==> config.mk <==
export PLATFORM = sky130hd
export DESIGN_NAME = smb_notify_gate
export DESIGN_NICKNAME = d
export VERILOG_FILES = /design/src/rtl/smb_ng_pkg.sv /design/src/rtl/smb_ng_regs.sv /design/src/rtl/smb_ng_rdmux.sv /design/src/rtl/smb_ng_route.sv /design/src/rtl/smb_notify_gate.sv
export SDC_FILE = /design/constraint.sdc
export NUM_CORES = 1
export LEC_CHECK = 0
export BUFFER_PORTS_ARGS = -buffer_cell sky130_fd_sc_hd__buf_2
export CAP_MARGIN = 20
export CORE_ASPECT_RATIO = 1.2
export CORE_MARGIN = 2
export CORE_UTILIZATION = 41
export CTS_CLUSTER_DIAMETER = 200
export DETAILED_ROUTE_END_ITERATION = 6
export PLACE_DENSITY = 0.77
export SLEW_MARGIN = 20
export SYNTH_ARGS = -nofsm -noshare
export SYNTH_HDL_FRONTEND = slang
export SYNTH_SLANG_ARGS = --single-unit
==> constraint.sdc <==
create_clock -name clk -period 1.39 [get_ports clk]
set_input_delay 0.278 -clock clk [delete_from_list [all_inputs] [get_ports clk]]
set_output_delay 0.278 -clock clk [all_outputs]
set_load 0.02 [all_outputs]
==> src/rtl/smb_ng_pkg.sv <==
package smb_ng_pkg;
  localparam int DATA_W = 8;
  localparam int DEV_W  = 7;
  localparam int CTRL_W = 3;
  localparam int BIT_NOTE_IE  = 0;
  localparam int BIT_WAKE_EN  = 1;
  localparam int BIT_ALERT_DIS = 2;

  // a source reaches the request only when allowed
  function automatic logic gate_src(input logic sts, input logic allow);
    return sts & allow;
  endfunction

  // device address sits above a zero bit 0
  function automatic logic [DATA_W-1:0] pack_dev(input logic [DEV_W-1:0] dev);
    return {dev, 1'b0};
  endfunction

  // control register with reserved bits as zero
  function automatic logic [DATA_W-1:0] pack_ctrl(input logic [CTRL_W-1:0] c);
    return {{(DATA_W-CTRL_W){1'b0}}, c};
  endfunction
endpackage

==> src/rtl/smb_ng_regs.sv <==
module smb_ng_regs
  import smb_ng_pkg::*;
#(
  parameter int ADDR_W = 8,
  parameter logic [ADDR_W-1:0] CTRL_OFS = 8'h11,
  parameter logic [ADDR_W-1:0] STAT_OFS = 8'h10
) (
  input  logic              clk,
  input  logic              rst_n,
  input  logic              wr_en,
  input  logic [ADDR_W-1:0] wr_addr,
  input  logic [DATA_W-1:0] wr_data,
  input  logic              notify_evt,
  input  logic [DEV_W-1:0]  notify_dev,
  output logic [CTRL_W-1:0] ctrl_q,
  output logic              notify_sts,
  output logic [DEV_W-1:0]  dev_q,
  output logic              notify_set,
  output logic              notify_clr
);
  logic ctrl_we;

  assign ctrl_we    = wr_en && (wr_addr == CTRL_OFS);
  assign notify_set = notify_evt;
  assign notify_clr = wr_en && (wr_addr == STAT_OFS) && wr_data[0];

  always_ff @(posedge clk or negedge rst_n) begin
    if (!rst_n) begin
      ctrl_q <= '0;
    end else if (ctrl_we) begin
      ctrl_q <= wr_data[CTRL_W-1:0];
    end
  end

  // the set wins over a clear in the same cycle
  always_ff @(posedge clk or negedge rst_n) begin
    if (!rst_n) begin
      notify_sts <= 1'b0;
    end else if (notify_set) begin
      notify_sts <= 1'b1;
    end else if (notify_clr) begin
      notify_sts <= 1'b0;
    end
  end

  always_ff @(posedge clk or negedge rst_n) begin
    if (!rst_n) begin
      dev_q <= '0;
    end else if (notify_set) begin
      dev_q <= notify_dev;
    end
  end
endmodule

==> src/rtl/smb_ng_rdmux.sv <==
module smb_ng_rdmux
  import smb_ng_pkg::*;
#(
  parameter int ADDR_W = 8,
  parameter logic [ADDR_W-1:0] CTRL_OFS = 8'h11,
  parameter logic [ADDR_W-1:0] STAT_OFS = 8'h10,
  parameter logic [ADDR_W-1:0] DEV_OFS  = 8'h14
) (
  input  logic [ADDR_W-1:0] rd_addr,
  input  logic [CTRL_W-1:0] ctrl_q,
  input  logic              notify_sts,
  input  logic [DEV_W-1:0]  dev_q,
  output logic [DATA_W-1:0] rd_data
);
  always_comb begin
    rd_data = '0;
    if (rd_addr == CTRL_OFS) begin
      rd_data = pack_ctrl(ctrl_q);
    end else if (rd_addr == STAT_OFS) begin
      rd_data = {{(DATA_W-1){1'b0}}, notify_sts};
    end else if (rd_addr == DEV_OFS) begin
      rd_data = pack_dev(dev_q);
    end
  end
endmodule

==> src/rtl/smb_ng_route.sv <==
module smb_ng_route
  import smb_ng_pkg::*;
(
  input  logic clk,
  input  logic rst_n,
  input  logic alert_sts,
  input  logic alert_dis,
  input  logic notify_sts,
  input  logic notify_ie,
  input  logic wake_en,
  input  logic other_wake,
  input  logic route_smi,
  output logic gated_req,
  output logic irq_o,
  output logic smi_o,
  output logic wake_o
);
  logic alert_req;
  logic note_req;
  logic wake_nxt;

  assign alert_req = gate_src(alert_sts, ~alert_dis);
  assign note_req  = gate_src(notify_sts, notify_ie);
  assign gated_req = alert_req | note_req;
  // the alert disable is deliberately absent from the wake path
  assign wake_nxt  = gate_src(notify_sts, wake_en) | other_wake;

  always_ff @(posedge clk or negedge rst_n) begin
    if (!rst_n) begin
      irq_o  <= 1'b0;
      smi_o  <= 1'b0;
      wake_o <= 1'b0;
    end else begin
      irq_o  <= gated_req & ~route_smi;
      smi_o  <= gated_req & route_smi;
      wake_o <= wake_nxt;
    end
  end
endmodule

==> src/rtl/smb_notify_gate.sv <==
module smb_notify_gate
  import smb_ng_pkg::*;
#(
  parameter int ADDR_W = 8,
  parameter logic [ADDR_W-1:0] CTRL_OFS = 8'h11,
  parameter logic [ADDR_W-1:0] STAT_OFS = 8'h10,
  parameter logic [ADDR_W-1:0] DEV_OFS  = 8'h14
) (
  input  logic              clk,
  input  logic              rst_n,
  input  logic              bus_wr,
  input  logic [ADDR_W-1:0] bus_addr,
  input  logic [7:0]        bus_wdata,
  output logic [7:0]        bus_rdata,
  input  logic              alert_sts_i,
  input  logic              notify_evt_i,
  input  logic [6:0]        notify_dev_i,
  input  logic              route_smi_i,
  input  logic              other_wake_i,
  output logic              irq_o,
  output logic              smi_o,
  output logic              wake_o
);
  logic [CTRL_W-1:0] ctrl_q;
  logic [DEV_W-1:0]  dev_q;
  logic notify_sts;
  logic notify_set;
  logic notify_clr;
  logic gated_req;
  logic alert_dis;
  logic wake_en;
  logic notify_ie;

  assign alert_dis = ctrl_q[BIT_ALERT_DIS];
  assign wake_en   = ctrl_q[BIT_WAKE_EN];
  assign notify_ie = ctrl_q[BIT_NOTE_IE];

  smb_ng_regs #(
    .ADDR_W(ADDR_W), .CTRL_OFS(CTRL_OFS), .STAT_OFS(STAT_OFS)
  ) u_regs (
    .clk(clk), .rst_n(rst_n), .wr_en(bus_wr), .wr_addr(bus_addr),
    .wr_data(bus_wdata), .notify_evt(notify_evt_i), .notify_dev(notify_dev_i),
    .ctrl_q(ctrl_q), .notify_sts(notify_sts), .dev_q(dev_q),
    .notify_set(notify_set), .notify_clr(notify_clr)
  );

  smb_ng_rdmux #(
    .ADDR_W(ADDR_W), .CTRL_OFS(CTRL_OFS), .STAT_OFS(STAT_OFS), .DEV_OFS(DEV_OFS)
  ) u_rdmux (
    .rd_addr(bus_addr), .ctrl_q(ctrl_q), .notify_sts(notify_sts),
    .dev_q(dev_q), .rd_data(bus_rdata)
  );

  smb_ng_route u_route (
    .clk(clk), .rst_n(rst_n), .alert_sts(alert_sts_i), .alert_dis(alert_dis),
    .notify_sts(notify_sts), .notify_ie(notify_ie), .wake_en(wake_en),
    .other_wake(other_wake_i), .route_smi(route_smi_i), .gated_req(gated_req),
    .irq_o(irq_o), .smi_o(smi_o), .wake_o(wake_o)
  );
endmodule

# [After elaboration in Yosys (flattened, before gate mapping)]
# Index checks and enable logic that the tools add are counted.
[word_totals] register_bits=14 elab_cells=27 out_inout_bits=11 in_bits=30
[classes] n_mux=5 reduce_logical=4 eq_ne=3 bitwise=9
[ops] operator="8-bit by 5-bit == test with 1-bit output (second input constant)" count=3
[ops] operator="8-bit two-way mux" count=3
[ops] operator="1-bit AND" count=5
[ops] operator="1-bit logical AND" count=3
[ops] operator="1-bit two-way mux" count=2
[ops] operator="1-bit NOT" count=2
[ops] operator="1-bit OR" count=2
[ops] operator="2-bit nonzero test" count=1

# [Longest topological paths before layout]
# Gate-level depths: netlist of the first run.
[logic_depth] depth_word=5 depth_mapped=3 mapped_depth_nobuf=3

# [Hierarchy]
# Synthesis of the first run repeated with hierarchy kept, for this count alone.
[hier_totals] cells_unflattened=60 area_unflattened_um2=778.2
[modules_own_cells] mod="smb_ng_regs" cells_per_inst=29 seq_area_each_um2=275.3 area_each_um2=478.0 n_inst=1
[modules_own_cells] mod="smb_ng_rdmux" cells_per_inst=22 seq_area_each_um2=0.0 area_each_um2=176.4 n_inst=1
[modules_own_cells] mod="smb_ng_route" cells_per_inst=9 seq_area_each_um2=75.1 area_each_um2=123.9 n_inst=1

# [Worst setup path before layout of the first run]
# Ideal clock, no wire load.
[synth_path] path_type="input to output" startpoint="input bus_addr[7]" endpoint="output bus_rdata[0]" t_arrival_ns=1.293 path_slack_ns=-0.181 n_path_buf=0 path_stages=2 t_required_ns=1.112 cell_sequence="or4b_2 nor2_1"
[synth_via] elab_chain_len=3 elab_cells_between_ends=4 classes_between="eq/ne: 2; mux: 2"
[synth_lines] element="from (decl)" line_no="smb_notify_gate.sv:12" source="input logic [ADDR_W-1:0] bus_addr,"
[synth_lines] element="8-bit by 5-bit == test with 1-bit output" line_no="smb_ng_rdmux.sv:19" source="end else if (rd_addr == STAT_OFS) begin"
[synth_lines] element="8-bit two-way mux" line_no="smb_ng_rdmux.sv:19"
[synth_lines] element="8-bit two-way mux *" line_no="smb_ng_rdmux.sv:17" source="if (rd_addr == CTRL_OFS) begin"
[synth_lines] element="to (decl)" line_no="smb_notify_gate.sv:14" source="output logic [7:0] bus_rdata,"
# Mark *: on every way between the ends. The rest lies on a longest branch, timed or not.

# [Final worst setup path of the first run]
[layout_path] startpoint="input bus_addr[5]" endpoint="output bus_rdata[0]"
# Same word-level chain as after synthesis.

==> results.cfg, run 1 <==
[run_status]
outcome = finished with violations
violations = negative setup slack

[finish]
drive_gt1_frac = 0.734
n_antenna_cell = 0
n_fill_cell = 109
multi_input_area_sq_um = 387
area_growth_pct = 67.7
final_cell_mix = buf_2, dfrtp_1, buf_6
stdcell_area_sq_um = 1120
seqCellArea_sq_um = 350
final_common_cell = buf_2
fin_cells = 112
finalNetCount = 126

[clock_tree]
cts_buffers = 3
clk_pin_slew_ns = 0.07
cts_tree = done
cts.sinks = 14
insertion_delay_ns = 0.26
cts_root_buf = clkbuf_4
clock_path_buffers = 2
h-tree-depth = 1

[routing]
drt-total-wl_um = 1530
routedWlPerCell_um = 13.6
drc = 0
drt_iter0_drc = 9
vias_per_cell = 5.10
postRouteAntennaNets = 0
vias = 571
dr.pass1.iters = 4

[timing]
min_period_ns = 1.47
post-route-period-util = 1.06
max_freq_mhz = 680
hold_viol = 0
relSlewSlack = 0.770
rsz0062_at_grt = true
setup_viol_count_final = 3
clock_skew_ns = 0.000248
slew_violations = 0
setup_slack_ns = -0.0809
tightest_slew_ns = 0.343
tns_ns = -0.239

[critical_path]
cp_slowest_cell = or4b_4
start_kind = input port
timing.rr.start = u_regs.notify_sts$_DFFE_PN0P_
cpPeakStageDelay_ns = 0.59
crit_chain = buf_6, or4b_4, nor2_4, buf_6
worst-setup-path-type = in2out
crit_top_cell = buf_6
cp-startpoint = bus_addr[5]
r2r_slack_ns = 0.55
cp-end-kind = output port
cp_max_fo = 3
endpoint = bus_rdata[0]
r2r_cells = 2
r2r_end = u_route.smi_o$_DFF_PN0_
critPathArrivalTime_ns = 1.19
required_ns = 1.11

[placement]
place_inst = 106
dpl_cell_area_sq_um = 927
gp_congestion = 0.718
place_ws_ns = -0.176
portBuffers = 35
dp_hpwl_um = 1160

[floorplan]
initial_core_util = 0.423
die_area_sq_um = 1970
fp.dieW_um = 40.9
die_h_um = 48.3
core-area_sq_um = 1580
io-pin-count = 41
rows = 16

[synth]
avgSynthCellArea_sq_um = 13.7
ys.warnings.count = 0
ys_types = 16
synth_edf_count = 0
synth_nets = 79
async_reset_ff_frac = 1.00
synth_area_leaders = dfrtp_1, mux2_2, nor4b_4
yosys.area.top_type_share = 0.523
syn_inst = 49
synth_top_cell_by_area = dfrtp_1
syn-cell-area_sq_um = 669
synthFlopType = dfrtp_1
ys_ff_latch = 14
synth-seq-area-share = 0.523

[global_route]
antenna_found_initial = 0
grt.overflow.total = 0
grt_max_degree = 15
grt_use_total = 0.181
grt_pass1_vias = 556
grt_first_pass_wirelength_um = 2240

[job]
maxCapViolCount = 0

[power_and_ir_drop]
ir_worst_vdd_v = 0.000504
p_leak_nw = 0.515
power_density_nw_per_um2 = 725
finalPower_mw = 0.814

[hold_path]
hold_path.class = in2reg
sequential cells by signal, summed over array words and instances (netlist names):
register	count
u_regs.dev_q	7
u_regs.ctrl_q	3
u_regs.notify_sts	1
u_route.irq_o	1
u_route.smi_o	1
u_route.wake_o	1
worst max-delay path, delay by kind of cell:
kind,cells,cell delay [ns]
AND/OR/NAND/NOR,2,0.70
buffers and inverters,2,0.22
cells by family after synthesis:
| logic type | Yosys count | share of synthesized area |
|---|---|---|
| and+or+nand+nor | 17 | 0.230 |
| AOI/OAI and AO/OA | 6 | 0.0673 |
| muxes | 10 | 0.168 |
| DFF | 14 | 0.523 |
| buffers and inverters | 2 | 0.0112 |
routing by layer:
layer,vias to the layer above,routed length [um],track usage
li1,276,-,-
met5,-,0,0
met1,274,526,0.178
met4,0,19,0.147
met3,2,73,0.0137
met2,19,907,0.331
worst min path at each step:
stage | from | endpoint | slack, ns | cells past startpoint
floorplan | rst_n | u_regs.ctrl_q[0]$_DFFE_PN0P_ | -0.02 | 0
global route | route_smi_i | u_route.irq_o$_DFF_PN0_ | 0.15 | 2
finish | route_smi_i | u_route.irq_o$_DFF_PN0_ | 0.16 | 2
global placement | rst_n | u_route.smi_o$_DFF_PN0_ | 0.18 | 1
detailed placement | rst_n | u_route.smi_o$_DFF_PN0_ | 0.18 | 1
CTS | route_smi_i | u_route.irq_o$_DFF_PN0_ | 0.15 | 2
cells in the mapped netlist (all sizes together) (2+ instances only):
master  instances
dfrtp          14
mux2           10
and3            5
a22oi           4
nor2            4
nor4b           3
a21o            2
cell type report:
| type | instances | share of cell area |
|---|---|---|
| timing repair buffer | 43 | 0.300 |
| multi-input combinational | 33 | 0.344 |
| inverter | 1 | 0.00334 |
| clock buffer | 3 | 0.0201 |
| tap | 18 | 0.0201 |
| sequential | 14 | 0.312 |
stage by stage:
step / hold slack [ns] / util
6_report: 0.164 / 0.710
5_1_grt: 0.147 / 0.710
4_1_cts: 0.152 / 0.705
3_5_place_dp: 0.181 / 0.586
3_3_place_gp: 0.178 / 0.586
2_1_floorplan: -0.0176 / -
what timing repair did:
action / in CTS / in global routing
hold buffers: 1 / 0
setup buffers: 2 / 0
resized for setup: 37 / 2
pin swaps: 13 / 2
endpoints found under the hold margin: 14 / 0
endpoints found under the setup margin: 8 / 8
where the power goes:
group	internal [mW]	total, mW	switching, mW	leakage [nW]
clock	0.100	0.214	0.113	0.0138
sequential	0.436	0.452	0.0163	0.169
combinational	0.0859	0.148	0.0623	0.332
Power figures use the tool's default switching activity.
==> inputs of run 2 (changes only) <==
Settings changed: SKIP_CTS_REPAIR_TIMING set to 1.
==> run 2 against run 1 <==
The run still ends with negative setup slack left. Clock-buffer cell count unchanged. Sequential share of layout area increased by 0.86 points. Hold slack about the same. Global-route usage decreased by 2.6 points. Cell count decreased by 0.89%. Total power decreased by 0.47%. Register-to-register slack about the same. Worst setup slack improved by 0.0017 ns. Largest cell class unchanged. First-iteration DRC count decreased by 56%.
==> results.cfg, run 2 (synthesis results as in run 1) <==
[power_and_ir_drop]
swShare = 0.234
power_frac_clock = 0.263
p_leak_nw = 0.517
p_int_mw = 0.621
power_density_nw_per_um2 = 742
p_switching_mw = 0.190
ir_worst_vdd_v = 0.000502
pwr-share-comb = 0.180
p_seq_frac = 0.556

[routing]
drc = 0
drt-total-wl_um = 1500
vias = 554
routedWlPerCell_um = 13.5
drt_iter0_drc = 4
vias_per_cell = 4.99
dr.pass1.iters = 2
postRouteAntennaNets = 0

[timing]
tightest_slew_ns = 0.348
hold_viol = 0
min_period_ns = 1.47
slew_violations = 0
relSlewSlack = 0.767
rsz0062_at_grt = true
setup_viol_count_final = 8
tns_ns = -0.342
setup_slack_ns = -0.0792
post-route-period-util = 1.06
clock_skew_ns = 0.000248
max_freq_mhz = 681

[finish]
final_cell_mix = buf_2, dfrtp_1, buf_6
drive_gt1_frac = 0.731
stdcell_area_sq_um = 1090
finalNetCount = 125
n_fill_cell = 115
final_common_cell = buf_2
top_regs = u_regs.dev_q (7), u_regs.ctrl_q (3)
n_antenna_cell = 0
largest_register_ffs = 7
utilization = 0.691
max_flop_register = u_regs.dev_q
area_growth_pct = 63.2

[floorplan]
rows = 16
die_h_um = 48.3
die_area_sq_um = 1970
fp.dieW_um = 40.9
io-pin-count = 41
core-area_sq_um = 1580
initial_core_util = 0.423

[clock_tree]
cts.sinks = 14
cts_root_buf = clkbuf_4
cts_buffers = 3
insertion_delay_ns = 0.26
h-tree-depth = 1
clk_pin_slew_ns = 0.07
clock_path_buffers = 2
cts_tree = done

[global_route]
grt_first_pass_wirelength_um = 1930
grt_use_total = 0.155
antenna_found_initial = 0
grt_pass1_vias = 506
grt.overflow.total = 0
grt_max_degree = 15

[critical_path]
cp_max_fo = 3
cp_num_buf_inv = 2
cp-end-kind = output port
start_kind = input port
path_delay_family = simple AND/OR/NAND/NOR gates
crit_chain = buf_6, or4b_4, nor2_4, buf_6
critPathArrivalTime_ns = 1.19
cp_slowest_cell = or4b_4
cpPeakStageDelay_ns = 0.59
required_ns = 1.11
crit_top_cell = buf_6
worst-setup-path-type = in2out

[placement]
place_ws_ns = -0.176
dp_hpwl_um = 1160
gp_congestion = 0.718
dpl_cell_area_sq_um = 927
portBuffers = 35

[job]
maxCapViolCount = 0

[run_status]
violations = negative setup slack
outcome = finished with violations

[hold_path]
hold_path.class = in2reg
run 2: area by class of cell:
class / instances / area (sq um) / share of cell area
clock buffers: 3 / 22.5 / 0.0206
inverters: 1 / 3.75 / 0.00344
multi-input cells: 33 / 368 / 0.337
flip-flops and latches: 14 / 350 / 0.321
well taps: 18 / 22.5 / 0.0206
repair buffers: 42 / 325 / 0.298
run 2: final timing paths:
check                                               from                             to  slack (ns)  cells past startpoint
min in group asynchronous                          rst_n    u_regs.dev_q[0]$_DFFE_PN0P_        0.42                      2
min                                          route_smi_i        u_route.irq_o$_DFF_PN0_        0.16                      2
max                                          bus_addr[5]                   bus_rdata[0]       -0.08                      4
max in group asynchronous                          rst_n  u_regs.notify_sts$_DFFE_PN0P_        0.74                      2
max reg2reg                u_regs.notify_sts$_DFFE_PN0P_        u_route.smi_o$_DFF_PN0_        0.55                      2
min reg2reg                  u_regs.dev_q[5]$_DFFE_PN0P_    u_regs.dev_q[5]$_DFFE_PN0P_        0.50                      1
run 2: worst register-to-register path, delay by kind of cell, from the launching register on:
| kind | cells | cell delay (ns) |
|---|---|---|
| and+or+nand+nor | 1 | 0.07 |
| DFF | 1 | 0.42 |
| AOI/OAI and AO/OA | 1 | 0.23 |
run 2: through the flow:
stage | hold WS [ns] | power [mW] | std cells
final | 0.164 | 0.810 | 111
after global routing | 0.147 | 0.864 | 111
after CTS | -0.118 | 0.799 | 109
after detailed placement | 0.181 | 0.582 | 106
after global placement | 0.178 | 0.575 | 106
after floorplan | -0.0176 | 0.510 | 49
run 2: routing by layer:
metal | vias up | wire length [um] | global-route usage
li1 | 275 | - | -
met1 | 262 | 525 | 0.145
met2 | 15 | 891 | 0.281
met3 | 2 | 64 | 0.0137
met4 | 0 | 19 | 0.147
met5 | - | 0 | 0
run 2: power by group through the flow:
stage | Clock, mW | Combinational, mW | Sequential (mW)
after detailed placement | 0 | 0.124 | 0.457
final | 0.213 | 0.146 | 0.451
after CTS | 0.225 | 0.125 | 0.449
after global placement | 0 | 0.120 | 0.456
after floorplan | 0 | 0.0505 | 0.459
after global routing | 0.251 | 0.158 | 0.455
==> inputs of run 3 (changes only) <==
Settings changed: BUFFER_PORTS_ARGS -buffer_cell sky130_fd_sc_hd__buf_2 to -buffer_cell sky130_fd_sc_hd__buf_4, CORE_UTILIZATION 41 to 40, PLACE_DENSITY 0.77 to 0.75.
==> run 3 against run 2 <==
The flow still finishes with violations (negative setup slack). Utilization grew 3.7 points. Worst setup slack lost 0.029 ns. Routed wire length grew 4.9%. Cell count grew 0.90%. Hold slack lost 0.016 ns. Clock-buffer cell count grew 1. Clock power grew 34%. Sequential cell count is the same. Sequential share of layout area shrank 2.0 points. Via count grew 3.8%. Register-to-register slack lost 0.05 ns. Critical path type unchanged. Critical endpoint is now bus_rdata[2]. Largest cell class is now buffers. Largest power group unchanged.
==> results.cfg, run 3 (synthesis results as in run 1) <==
[critical_path]
critPathArrivalTime_ns = 1.22
cpPeakStageDelay_ns = 0.59
path_delay_family = simple AND/OR/NAND/NOR gates
worst-setup-path-type = in2out
start_kind = input port
crit_chain = buf_6, or4b_4, nor2_4, buf_4
cp_max_fo = 3
required_ns = 1.11
cp_num_buf_inv = 2
cp-end-kind = output port
cp_slowest_cell = or4b_4

[global_route]
grt_pass1_vias = 635
grt_use_total = 0.177
grt.overflow.total = 0
use_met2 = 0.302
grt_max_degree = 15
globalRouteMet1Util = 0.199
met3_usage = 0.0274
antenna_found_initial = 0
grt_first_pass_wirelength_um = 2450
grt.busiest_layer = met2

[power_and_ir_drop]
p_switching_mw = 0.203
finalPower_mw = 0.899
power_frac_clock = 0.317
p_int_mw = 0.696
pwr-share-comb = 0.180
p_seq_frac = 0.503
swShare = 0.226
power_density_nw_per_um2 = 771
ir_worst_vdd_v = 0.000646
p_leak_nw = 0.533

[routing]
drt_iter0_drc = 0
vias = 575
routedWlPerCell_um = 14.1
vias_per_cell = 5.13
drc = 0
dr.pass1.iters = 1
postRouteAntennaNets = 0
drt-total-wl_um = 1580

[run_status]
outcome = finished with violations
violations = negative setup slack

[clock_tree]
clock_path_buffers = 2
h-tree-depth = 1
cts.sinks = 14
insertion_delay_ns = 0.27
cts_root_buf = clkbuf_4
clk_pin_slew_ns = 0.08
cts_tree = done
cts_buffers = 3

[timing]
setup_slack_ns = -0.108
max_freq_mhz = 668
tightest_slew_ns = 0.415
relSlewSlack = 0.721
rsz0062_at_grt = true
tns_ns = -0.308
clock_skew_ns = 0.000417
setup_viol_count_final = 4
slew_violations = 0
hold_viol = 0
min_period_ns = 1.50
post-route-period-util = 1.08

[floorplan]
io-pin-count = 41
rows = 16
die_area_sq_um = 2020
initial_core_util = 0.418
fp.dieW_um = 41.3
die_h_um = 48.8
core-area_sq_um = 1600

[finish]
finalNetCount = 125
max_flop_register = u_regs.dev_q
largest_register_ffs = 7
area_growth_pct = 74.2
n_fill_cell = 104
final_common_cell = buf_4
final_cell_mix = buf_4, dfrtp_1, buf_6
drive_gt1_frac = 0.713
n_antenna_cell = 0
top_regs = u_regs.dev_q (7), u_regs.ctrl_q (3)

[placement]
gp_congestion = 0.705
dp_hpwl_um = 1170
portBuffers = 35

[job]
maxCapViolCount = 0

[hold_path]
hold_path.class = in2reg
run 3: cell types whose count changed in the layout (fill, tap and decap cells not counted), sizes merged:
cell,delta
clkbuf,+1
run 3: power by group through the flow:
| stage | logic [mW] | clock network, mW | registers [mW] |
|---|---|---|---|
| 2_1_floorplan | 0.0505 | 0 | 0.459 |
| 3_3_place_gp | 0.141 | 0 | 0.457 |
| 3_5_place_dp | 0.145 | 0 | 0.458 |
| 4_1_cts | 0.145 | 0.295 | 0.450 |
| 5_1_grt | 0.175 | 0.313 | 0.456 |
| 6_report | 0.162 | 0.285 | 0.453 |
run 3: worst paths after layout:
check                                                    from                            to  cells after the start  slack [ns]
worst max-delay path                              bus_addr[5]                  bus_rdata[2]                      4       -0.11
worst min-delay path                              route_smi_i       u_route.irq_o$_DFF_PN0_                      2        0.15
worst max register to register  u_regs.notify_sts$_DFFE_PN0P_       u_route.smi_o$_DFF_PN0_                      2        0.50
worst min register to register    u_regs.dev_q[6]$_DFFE_PN0P_   u_regs.dev_q[6]$_DFFE_PN0P_                      1        0.52
max in group asynchronous                               rst_n  u_regs.ctrl_q[0]$_DFFE_PN0P_                      2        0.82
min in group asynchronous                               rst_n   u_regs.dev_q[1]$_DFFE_PN0P_                      2        0.40
run 3: final cells by class:
type | instances | area [sq um] | share of cell area
Timing Repair Buffer | 42 | 378 | 0.324
Multi-Input combinational cell | 33 | 375 | 0.322
Sequential cell | 14 | 350 | 0.300
Clock buffer | 4 | 36.3 | 0.0311
Tap cell | 18 | 22.5 | 0.0193
Inverter | 1 | 3.75 | 0.00322
run 3: metal layers:
metal  share of wire  vias to the layer above  routed length [um]
met3           0.050                        2                  78
met4          0.0076                        0                  12
met5               0                        -                   0
met2            0.58                       15                 907
li1                -                      275                   -
met1            0.37                      283                 577
run 3: stage by stage:
stage / utilization / area (sq um) / cells / hold slack, ns / worst slack [ns]
final: 0.728 / 1170 / 112 / 0.149 / -0.108
after CTS: 0.652 / 1040 / 109 / -0.168 / -0.143
after global routing: 0.728 / 1170 / 112 / 0.131 / -0.129
after detailed placement: 0.629 / 1010 / 105 / 0.135 / -0.143
after floorplan: - / 696 / 49 / -0.0176 / 0.0676
after global placement: 0.629 / 1010 / 105 / 0.133 / -0.140
